==> src/rtl/srr_pkg.sv <==
package srr_pkg;

  localparam logic [3:0] OP_HOLD = 4'd0;
  localparam logic [3:0] OP_LOAD = 4'd1;
  localparam logic [3:0] OP_LSR  = 4'd2;
  localparam logic [3:0] OP_ASR  = 4'd3;
  localparam logic [3:0] OP_SHL  = 4'd4;
  localparam logic [3:0] OP_ROR  = 4'd5;
  localparam logic [3:0] OP_ROL  = 4'd6;
  localparam logic [3:0] OP_RRC  = 4'd7;
  localparam logic [3:0] OP_RLC  = 4'd8;
  localparam logic [3:0] OP_SRX  = 4'd9;
  localparam logic [3:0] OP_SLX  = 4'd10;

  // Per-bit move selection: keep, take from the higher neighbour
  // (content moves down), take from the lower neighbour (moves up), load.
  typedef enum logic [1:0] {
    MV_KEEP = 2'd0,
    MV_DOWN = 2'd1,
    MV_UP   = 2'd2,
    MV_LOAD = 2'd3
  } moveSel_t;

  // Source of the bit written into the vacated end position.
  typedef enum logic [2:0] {
    FILL_ZERO   = 3'd0,
    FILL_SIGN   = 3'd1,
    FILL_WRAP   = 3'd2,
    FILL_CARRY  = 3'd3,
    FILL_SERIAL = 3'd4
  } fillSel_t;

  typedef struct packed {
    moveSel_t move;
    fillSel_t fill;
    logic     carryWe;
  } srrStrobes_t;

endpackage

==> src/rtl/srr_control.sv <==
module srr_control
  import srr_pkg::*;
(
  input  logic [3:0]  op,
  output srrStrobes_t strobes
);

  always_comb begin
    strobes.move    = MV_KEEP;
    strobes.fill    = FILL_ZERO;
    strobes.carryWe = 1'b0;
    case (op)
      OP_LOAD: strobes.move = MV_LOAD;
      OP_LSR: begin
        strobes.move = MV_DOWN;  strobes.fill = FILL_ZERO;   strobes.carryWe = 1'b1;
      end
      OP_ASR: begin
        strobes.move = MV_DOWN;  strobes.fill = FILL_SIGN;   strobes.carryWe = 1'b1;
      end
      OP_SHL: begin
        strobes.move = MV_UP;    strobes.fill = FILL_ZERO;   strobes.carryWe = 1'b1;
      end
      OP_ROR: begin
        strobes.move = MV_DOWN;  strobes.fill = FILL_WRAP;   strobes.carryWe = 1'b1;
      end
      OP_ROL: begin
        strobes.move = MV_UP;    strobes.fill = FILL_WRAP;   strobes.carryWe = 1'b1;
      end
      OP_RRC: begin
        strobes.move = MV_DOWN;  strobes.fill = FILL_CARRY;  strobes.carryWe = 1'b1;
      end
      OP_RLC: begin
        strobes.move = MV_UP;    strobes.fill = FILL_CARRY;  strobes.carryWe = 1'b1;
      end
      OP_SRX: begin
        strobes.move = MV_DOWN;  strobes.fill = FILL_SERIAL; strobes.carryWe = 1'b1;
      end
      OP_SLX: begin
        strobes.move = MV_UP;    strobes.fill = FILL_SERIAL; strobes.carryWe = 1'b1;
      end
      default: ;
    endcase
  end

endmodule

==> src/rtl/srr_datapath.sv <==
module srr_datapath
  import srr_pkg::*;
#(
  parameter int WIDTH = 8
) (
  input  logic             clk,
  input  logic             rst,
  input  srrStrobes_t      strobes,
  input  logic [WIDTH-1:0] parIn,
  input  logic             serInLeft,
  input  logic             serInRight,
  output logic [WIDTH-1:0] q,
  output logic             carry
);

  localparam int MSB = WIDTH - 1;

  logic [WIDTH-1:0] qReg;
  logic [WIDTH-1:0] qNext;
  logic             carryReg;
  logic             dropBit;
  logic             fillBit;

  // The bit leaving the register is also the wrap-around bit of a rotate.
  always_comb begin
    dropBit = (strobes.move == MV_UP) ? qReg[MSB] : qReg[0];
    case (strobes.fill)
      FILL_SIGN:   fillBit = qReg[MSB];
      FILL_WRAP:   fillBit = dropBit;
      FILL_CARRY:  fillBit = carryReg;
      FILL_SERIAL: fillBit = (strobes.move == MV_UP) ? serInRight : serInLeft;
      default:     fillBit = 1'b0;
    endcase
  end

  for (genvar i = 0; i < WIDTH; i++) begin : g_bit
    logic fromHigh;
    logic fromLow;
    if (i == MSB) begin : g_top
      assign fromHigh = fillBit;
    end else begin : g_mid_hi
      assign fromHigh = qReg[i+1];
    end
    if (i == 0) begin : g_bot
      assign fromLow = fillBit;
    end else begin : g_mid_lo
      assign fromLow = qReg[i-1];
    end
    always_comb begin
      case (strobes.move)
        MV_DOWN: qNext[i] = fromHigh;
        MV_UP:   qNext[i] = fromLow;
        MV_LOAD: qNext[i] = parIn[i];
        default: qNext[i] = qReg[i];
      endcase
    end
  end

  always_ff @(posedge clk) begin
    if (rst) begin
      qReg     <= '0;
      carryReg <= 1'b0;
    end else begin
      qReg <= qNext;
      if (strobes.carryWe) carryReg <= dropBit;
    end
  end

  assign q     = qReg;
  assign carry = carryReg;

endmodule

==> src/rtl/shift_rot_reg.sv <==
module shift_rot_reg
  import srr_pkg::*;
#(
  parameter int WIDTH = 8
) (
  input  logic             clk,
  input  logic             rst,
  input  logic [3:0]       op,
  input  logic [WIDTH-1:0] parIn,
  input  logic             serInLeft,
  input  logic             serInRight,
  output logic             serOutLeft,
  output logic             serOutRight,
  output logic [WIDTH-1:0] q,
  output logic             carry
);

  srrStrobes_t strobes;

  srr_control u_ctrl (
    .op      (op),
    .strobes (strobes)
  );

  srr_datapath #(.WIDTH(WIDTH)) u_dp (
    .clk        (clk),
    .rst        (rst),
    .strobes    (strobes),
    .parIn      (parIn),
    .serInLeft  (serInLeft),
    .serInRight (serInRight),
    .q          (q),
    .carry      (carry)
  );

  assign serOutLeft  = q[WIDTH-1];
  assign serOutRight = q[0];

endmodule

==> config.mk <==
export PLATFORM = sky130hd
export DESIGN_NAME = shift_rot_reg
export DESIGN_NICKNAME = d
export VERILOG_FILES = /design/src/rtl/srr_pkg.sv /design/src/rtl/srr_control.sv /design/src/rtl/srr_datapath.sv /design/src/rtl/shift_rot_reg.sv
export SDC_FILE = /design/constraint.sdc
export NUM_CORES = 1
export LEC_CHECK = 0
export ABC_AREA = 1
export BUFFER_PORTS_ARGS = -buffer_cell sky130_fd_sc_hd__buf_2
export CORE_MARGIN = 2
export CORE_UTILIZATION = 42
export DETAILED_ROUTE_END_ITERATION = 16
export GPL_ROUTABILITY_DRIVEN = 0
export HOLD_SLACK_MARGIN = 0.06
export MAX_ROUTING_LAYER = met4
export PLACE_DENSITY = 0.76
export SLEW_MARGIN = 20
export SYNTH_ARGS = -nofsm -noshare
export SYNTH_HDL_FRONTEND = slang
export SYNTH_HIERARCHICAL = 1
export SYNTH_SLANG_ARGS = --single-unit
==> constraint.sdc <==
create_clock -name clk -period 1 [get_ports clk]
set_input_delay 0.15 -clock clk [delete_from_list [all_inputs] [get_ports clk]]
set_output_delay 0.15 -clock clk [all_outputs]
set_load 0.05 [all_outputs]
==> Flow_metrics.wiki, run 1 <==
{| class="wikitable"
! Metric !! Value
|-
| Total length of routed met3 wires || 120 um
|-
| Number of synthesized register bits || 9
|-
| TritonCTS Sinks || 9
|-
| Number of port buffers || 26
|-
| Worst setup slack for register-to-register paths || 10 ps
|-
| Smallest setup slack after layout || -30.4 ps
|-
| Number of cells on the worst hold path || 3
|-
| Filler cell count || 110
|-
| Global-route wire length before repair || 3020 um
|-
| Width of the chip || 44.2 um
|-
| First-pass detailed-route iteration total || 4
|-
| Final routed wire length divided by cell count || 12.5 um
|-
| Layout-stage area growth over the synthesis result || 67.2%
|-
| Via count of the first global-routing pass || 743
|-
| Worst endpoint required time || 1150 ps
|-
| Number of hold-slack violations in the final timing report || 0
|-
| Worst-path maximum fanout || 7
|-
| Via density per instance || 5.28
|-
| Cell count after synthesis || 114
|-
| Violations in the final reports || negative setup slack
|-
| Pin count of the biggest net entering global routing || 10
|-
| Half-perimeter wire length after detailed placement || 1410 um
|-
| TritonCTS clock tree || yes
|-
| Root Buffer || clkbuf_4
|-
| Reg-to-reg endpoint || u_dp/q[0]
|-
| Num rows || 14
|-
| Fmax || 970 MHz
|-
| Transition time at the pin with the least slew margin || 243 ps
|-
| Syn Area/Cell || 5.96 um2
|-
| Total placed cells including tap cells || 161
|-
| Final Total Pwr || 1390 uW
|-
| Via total after detailed routing || 882
|-
| Path depth of the worst reg2reg path || 6
|-
| Last element of the critical path || u_dp/q[0]
|-
| Clock-pin slew of the registers on the worst-case setup and hold paths || 60 ps
|-
| Standard cell core area || 1510 um2
|-
| Number of buffers added by the clock tree synthesis step || 3
|-
| Slew headroom || 0.838
|-
| Cell area after synthesis || 679 um2
|-
| Pins over their slew limit || 0
|-
| Worst voltage drop across the vdd grid || 0.000795 V
|-
| Final cell count without fillers || 167
|-
| WHS || 142 ps
|-
| H-tree levels || 1
|-
| Post-layout minimum cycle time || 1030 ps
|-
| Final setup fails || 2
|-
| Initial antenna violation count || 0
|-
| Type of the setup path with the least slack || in2reg
|-
| Clock latency of the later-clocked register in the worst-skew pair || 260 ps
|-
| Startpoint of the worst setup timing path || op[3]
|-
| Startpoint of the lowest-slack register-to-register path || u_dp/q[7]
|-
| Area of the die || 1960 um2
|-
| Post-Route WL || 2080 um
|-
| Static Leakage || 0.000538 uW
|-
| Clock Skews || 0.955 ps
|-
| Result of the run || finished with violations
|-
| Number of warnings printed during yosys synthesis || 6
|-
| Final antenna diode count || 0
|-
| Aggregate global-route resource usage || 0.215
|-
| Sort of element at the end of the critical path || register
|-
| Power per cell area || 1220 nW/um2
|-
| Remaining global-route overflow || 0
|-
| Sum of negative setup slack || -58.3 ps
|-
| Routed wl met2 || 1020 um
|-
| Violation count after the first detailed-routing iteration || 19
|-
| Setup repair after global routing missed its margin || true
|-
| Maxcap violations || 0
|-
| Count of cell types in the netlist || 19
|-
| Effective utilization at floorplan || 0.451
|-
| Share of the yosys chip area belonging to registers || 0.265
|-
| Top sig layer || met4
|-
| Detail Route Antenna Nets || 0
|-
| Final worst-path cycle share || 1.03
|-
| Net Count, Synth || 130
|-
| Length of routed wiring on met1 || 887 um
|-
| Final net count || 168
|-
| Vertical die dimension || 44.2 um
|-
| Hold WC Path Type || in2reg
|-
| Kind of start point of the critical path || primary input
|-
| Total area of sequential cells || 196 um2
|-
| Number of ports placed on the die boundary || 27
|-
| Number of buffers added to fix hold violations after cts || 0
|-
| Drc violations || 0
|-
| Arrival time at the worst endpoint || 1180 ps
|-
| Share of layout cells above drive strength 1 || 0.570
|-
| Worst setup slack after placement || -348 ps
|-
| Combined area of the multi-input logic cells || 512 um2
|-
| Clock buffer depth || 2
|}
-- metrics by stage --
stage               instance area (um2)   util
finish                             1140  0.754
global route                       1140  0.754
CTS                                 993  0.659
detailed placement                  923  0.613
global placement                    923  0.613
floorplan                           739      -
-- cell usage in the layout, fill, tap and decap left out, types with 5 or more instances in the layout --
cell	count
nand2_1	23
buf_4	17
o21ai_0	15
buf_2	11
nand2_2	11
inv_1	8
dfxtp_2	7
nand2_4	6
buf_6	5
-- state kept, by name (all words and copies together), names as in the netlist --
register,cells
u_dp/q,8
u_dp/carry,1
-- critical path, cell delays in order --
cell and delay (ps):
buf_12 120, nor2_1 120, nand3_1 130, nand2_4 160, nand2_4 80, nand2_2 50
nand2_1 40, nand2_1 60, nand3_2 110, nand2_2 100, a21oi_2 50
-- routing by layer --
layer,track usage,vias up
met3,0.0857,8
met5,-,-
met4,0.0545,0
met1,0.267,406
met2,0.326,25
li1,-,443
-- how the worst min path moves through the flow --
stage               startpoint   endpoint  slack, ps
CTS                   parIn[1]  u_dp/q[1]        120
global placement      parIn[2]  u_dp/q[2]        410
floorplan             parIn[1]  u_dp/q[1]        290
finish                parIn[1]  u_dp/q[1]        140
global route          parIn[1]  u_dp/q[1]        150
detailed placement    parIn[1]  u_dp/q[1]        400
-- synthesized netlist by cell type, drive strengths merged --
library cell	instances	area [um2]
a21oi	7	42.5
a31oi	4	25.0
buf	3	26.3
dfxtp	9	180
inv	16	60.1
nand2	40	163
nand3	6	40.0
nor2	8	32.5
nor3b	1	7.51
o211ai	1	7.51
o21ai	19	95.1
-- what timing repair did --
action / CTS / global route
setup endpoints to repair: 18 / 13
resized for setup: 18 / 46
pin swaps: 1 / 14
buffers inserted: 0 / 2
-- kinds of logic after synthesis --
logic type / share of synthesized area
compound gates: 0.250
buf+inv: 0.127
flops: 0.265
simple gates: 0.357
-- where the power goes --
| group | total (uW) | switching (uW) | internal [uW] |
|---|---|---|---|
| registers | 443 | 37.7 | 406 |
| logic | 667 | 420 | 247 |
| clock network | 280 | 127 | 154 |
-- cell type report --
type / count / area share
clock buffers: 4 / 0.0231
multi-input cells: 86 / 0.450
flip-flops and latches: 9 / 0.173
repair buffers: 36 / 0.252
well taps: 16 / 0.0176
inverters: 16 / 0.0837
Note: power is estimated with default switching activity, not from simulation.
==> run 2: changes to the inputs <==
Settings changed: SYNTH_HIERARCHICAL 1 to default.
==> Flow_metrics.wiki, run 2 <==
{| class="wikitable"
! Metric !! Value
|-
| Result of the run || finished with violations (unchanged)
|-
| Violations in the final reports || negative setup slack (unchanged)
|-
| Clock latency of the later-clocked register in the worst-skew pair || 270 ps (was 260 ps)
|-
| Worst-path maximum fanout || 4 (was 7)
|-
| Vertical die dimension || 45.1 um (was 44.2 um)
|-
| Synth area leaders || dfxtp_1 25%, nand2_1 17%, a21oi_1 11%, inv_1 11%, nor2_8 5.6% (was dfxtp_1 27%, nand2_1 20%, o21ai_0 13%, inv_1 6.6%, nor2_1 3.9%)
|-
| Top post-synthesis cells by count || 32 x nand2_1, 21 x inv_1, 16 x a21oi_1 (was 37 x nand2_1, 18 x o21ai_0, 12 x inv_1)
|-
| Maxcap violations || 0 (unchanged)
|-
| Smallest setup slack after layout || -31.7 ps (was -30.4 ps)
|-
| Kind of start point of the critical path || register (was primary input)
|-
| TritonCTS clock tree || yes (unchanged)
|-
| Slowest cell on the critical path || dfxtp_4 (was nand2_4)
|-
| Drc violations || 0 (unchanged)
|-
| Critical path cell sequence || buf_2 (was buf_12 > nor2_1 > nand3_1 > nand2_4 > nand2_4 > nand2_2 > nand2_1 > nand2_1 > nand3_2 > nand2_2 > a21oi_2)
|-
| Area of the die || 2030 um2 (was 1960 um2)
|-
| Type of the setup path with the least slack || reg2out (was in2reg)
|-
| Half-perimeter wire length after detailed placement || 1450 um (was 1410 um)
|-
| Layout-stage area growth over the synthesis result || 45.7% (was 67.2%)
|-
| Cell type group with the largest total delay on the critical path || flip-flops (was simple AND/OR/NAND/NOR gates)
|-
| Arrival time at the worst endpoint || 880 ps (was 1180 ps)
|-
| Number of warnings printed during yosys synthesis || 0 (was 6)
|-
| Worst endpoint required time || 850 ps (was 1150 ps)
|-
| Aggregate global-route resource usage || 0.201 (was 0.215)
|-
| Width of the chip || 45.1 um (was 44.2 um)
|-
| Share of layout cells above drive strength 1 || 0.414 (was 0.570)
|-
| Via count of the first global-routing pass || 724 (was 743)
|-
| Cell with the most instances after synthesis || nand2_1 (unchanged)
|-
| Post-synth top area cell || dfxtp_1 (unchanged)
|-
| Static Leakage || 0.000588 uW (was 0.000538 uW)
|-
| Num rows || 14 (unchanged)
|-
| Clock Skews || 0.589 ps (was 0.955 ps)
|-
| Via total after detailed routing || 830 (was 882)
|-
| Number of cells on the worst hold path || 3 (unchanged)
|-
| Reg-to-reg endpoint || u_dp.q[7] (was u_dp/q[0])
|-
| Pin count of the biggest net entering global routing || 13 (was 10)
|-
| Fraction of power consumed by combinational cells || 0.429 (was 0.480)
|-
| Total net switching power || 506 uW (was 585 uW)
|-
| Pins over their slew limit || 0 (unchanged)
|-
| Effective utilization at floorplan || 0.460 (was 0.451)
|-
| Syn Area/Cell || 6.06 um2 (was 5.96 um2)
|-
| Startpoint of the worst setup timing path || u_dp.q[7] (was op[3])
|-
| CP peak stage delay || 360 ps (was 160 ps)
|-
| Detail Route Antenna Nets || 0 (unchanged)
|-
| Cell count after synthesis || 117 (was 114)
|-
| Via density per instance || 4.80 (was 5.28)
|-
| Number of flops mapped to enable cells by yosys || 0 (unchanged)
|-
| WHS || 189 ps (was 142 ps)
|-
| Worst min-delay path endpoint || u_dp.q[7] (was u_dp/q[1])
|-
| Post-synth top flop || dfxtp_1 (unchanged)
|-
| H-tree levels || 1 (unchanged)
|-
| Number of buffers added by the clock tree synthesis step || 3 (unchanged)
|-
| Number of port buffers || 26 (unchanged)
|-
| Number of synthesized register bits || 9 (unchanged)
|-
| Violation count after the first detailed-routing iteration || 19 (unchanged)
|-
| Final routed wire length divided by cell count || 10.6 um (was 12.5 um)
|-
| Post-Route WL || 1840 um (was 2080 um)
|-
| Number of hold-slack violations in the final timing report || 0 (unchanged)
|-
| Worst voltage drop across the vdd grid || 0.000908 V (was 0.000795 V)
|-
| Transition time at the pin with the least slew margin || 234 ps (was 243 ps)
|-
| Remaining global-route overflow || 0 (unchanged)
|-
| Initial antenna violation count || 0 (unchanged)
|-
| Hold WC Path Type || in2reg (unchanged)
|-
| Share of the yosys chip area belonging to registers || 0.254 (was 0.265)
|-
| TritonCTS Sinks || 9 (unchanged)
|-
| Total internal power || 754 uW (was 806 uW)
|-
| Standard cell core area || 1540 um2 (was 1510 um2)
|-
| Most frequent cells in the layout || 31 x nand2_1, 19 x inv_1, 17 x buf_2, 17 x buf_4, 15 x a21oi_1 (was 23 x nand2_1, 17 x buf_4, 15 x o21ai_0)
|-
| Fmax || 969 MHz (was 970 MHz)
|-
| Final setup fails || 4 (was 2)
|-
| Part of the total power dissipated in sequential elements || 0.339 (was 0.319)
|-
| Startpoint of the lowest-slack register-to-register path || u_dp.q[7] (was u_dp/q[7])
|-
| Global-route wire length before repair || 2920 um (was 3020 um)
|-
| Sum of negative setup slack || -102 ps (was -58.3 ps)
|-
| Synth async-reset ratio || 0 (unchanged)
|-
| Cell area after synthesis || 709 um2 (was 679 um2)
|-
| Share of the synthesized area in the top cell type || 0.254 (was 0.265)
|-
| Most common cell after layout, fill and taps aside || nand2_1 (unchanged)
|-
| Setup repair after global routing missed its margin || true (unchanged)
|-
| Root Buffer || clkbuf_4 (unchanged)
|-
| First-pass detailed-route iteration total || 4 (unchanged)
|-
| Sw frac || 0.401 (was 0.420)
|-
| Worst setup slack after placement || -244 ps (was -348 ps)
|-
| Final antenna diode count || 0 (unchanged)
|-
| Final net count || 174 (was 168)
|-
| Number of ports placed on the die boundary || 27 (unchanged)
|-
| Clock buffer depth || 2 (unchanged)
|-
| Number of flip-flops in the largest register || 8 (unchanged)
|-
| Sort of element at the end of the critical path || primary output (was register)
|-
| Count of cell types in the netlist || 18 (was 19)
|-
| Path depth of the worst reg2reg path || 8 (was 6)
|-
| Launch instance of the worst min-delay path || parIn[7] (was parIn[1])
|-
| Share of power burned in the clock network || 0.232 (was 0.202)
|-
| Power per cell area || 1220 nW/um2 (about the same)
|-
| Net Count, Synth || 133 (was 130)
|-
| Slew headroom || 0.843 (was 0.838)
|-
| Number of buffer and inverter instances along the worst setup path || 1 (unchanged)
|-
| Final worst-path cycle share || 1.03 (about the same)
|-
| Clock-pin slew of the registers on the worst-case setup and hold paths || 60 ps (about the same)
|-
| Worst setup slack for register-to-register paths || 10 ps (about the same)
|-
| Post-layout minimum cycle time || 1030 ps (about the same)
|-
| Final Total Pwr || 1260 uW (was 1390 uW)
|}
-- run 2: changes by cell type after synthesis, moves of 4 or more --
cell      change
nand2_1       -5
o21ai_0      -13
a21oi_1      +11
a31oi_1       -4
o211ai_1      +4
inv_1         +9
-- run 2: cells by family after synthesis --
logic type / Yosys count / share of synthesized area
and+or+nand+nor: 53 / 0.358
AOI/OAI and AO/OA: 28 / 0.220
buffers and inverters: 27 / 0.168
DFF: 9 / 0.254
-- run 2: final cells by class --
cell class              instances  area [um2]
well taps                      16        20.0
clock buffers                   4        26.3
inverters                      24        92.6
flip-flops and latches          9         196
repair buffers                 39         277
multi-input cells              81         422
fillers                       131         508
-- run 2: how the worst max path moves through the flow --
stage,slack [ps],cells after the start,to
floorplan,-20,8,u_dp.q[0]
finish,-30,1,serOutLeft
CTS,-40,1,serOutLeft
detailed placement,-240,9,u_dp.q[7]
global placement,-210,9,u_dp.q[7]
global route,-80,8,u_dp.q[0]
-- run 2: metrics by stage --
step / instance area [um2] / util / std cells
CTS: 1020 / 0.663 / 173
floorplan: 724 / - / 117
detailed placement: 938 / 0.609 / 168
global route: 1030 / 0.670 / 173
global placement: 938 / 0.609 / 168
finish: 1030 / 0.670 / 173
-- run 2: repair_timing --
item,in CTS,in global routing
resized for setup,17,4
setup buffers,1,0
endpoints found under the setup margin,12,11
hold buffers,0,0
pin swaps,0,2
-- run 2: power by group through the flow --
stage | sequential [uW] | combinational (uW) | clock (uW)
2_1_floorplan | 547 | 232 | 0
3_3_place_gp | 430 | 480 | 0
3_5_place_dp | 431 | 488 | 0
4_1_cts | 426 | 534 | 304
5_1_grt | 431 | 581 | 328
6_report | 427 | 541 | 292
-- run 2: routing by layer --
| metal | wire length [um] | GRT usage | share of wire | vias to the layer above |
|---|---|---|---|---|
| met4 | 0 | 0.0176 | 0 | 0 |
| li1 | - | - | - | 445 |
| met3 | 106 | 0.0720 | 0.058 | 0 |
| met5 | 0 | - | 0 | - |
| met1 | 862 | 0.235 | 0.47 | 362 |
| met2 | 869 | 0.343 | 0.47 | 23 |
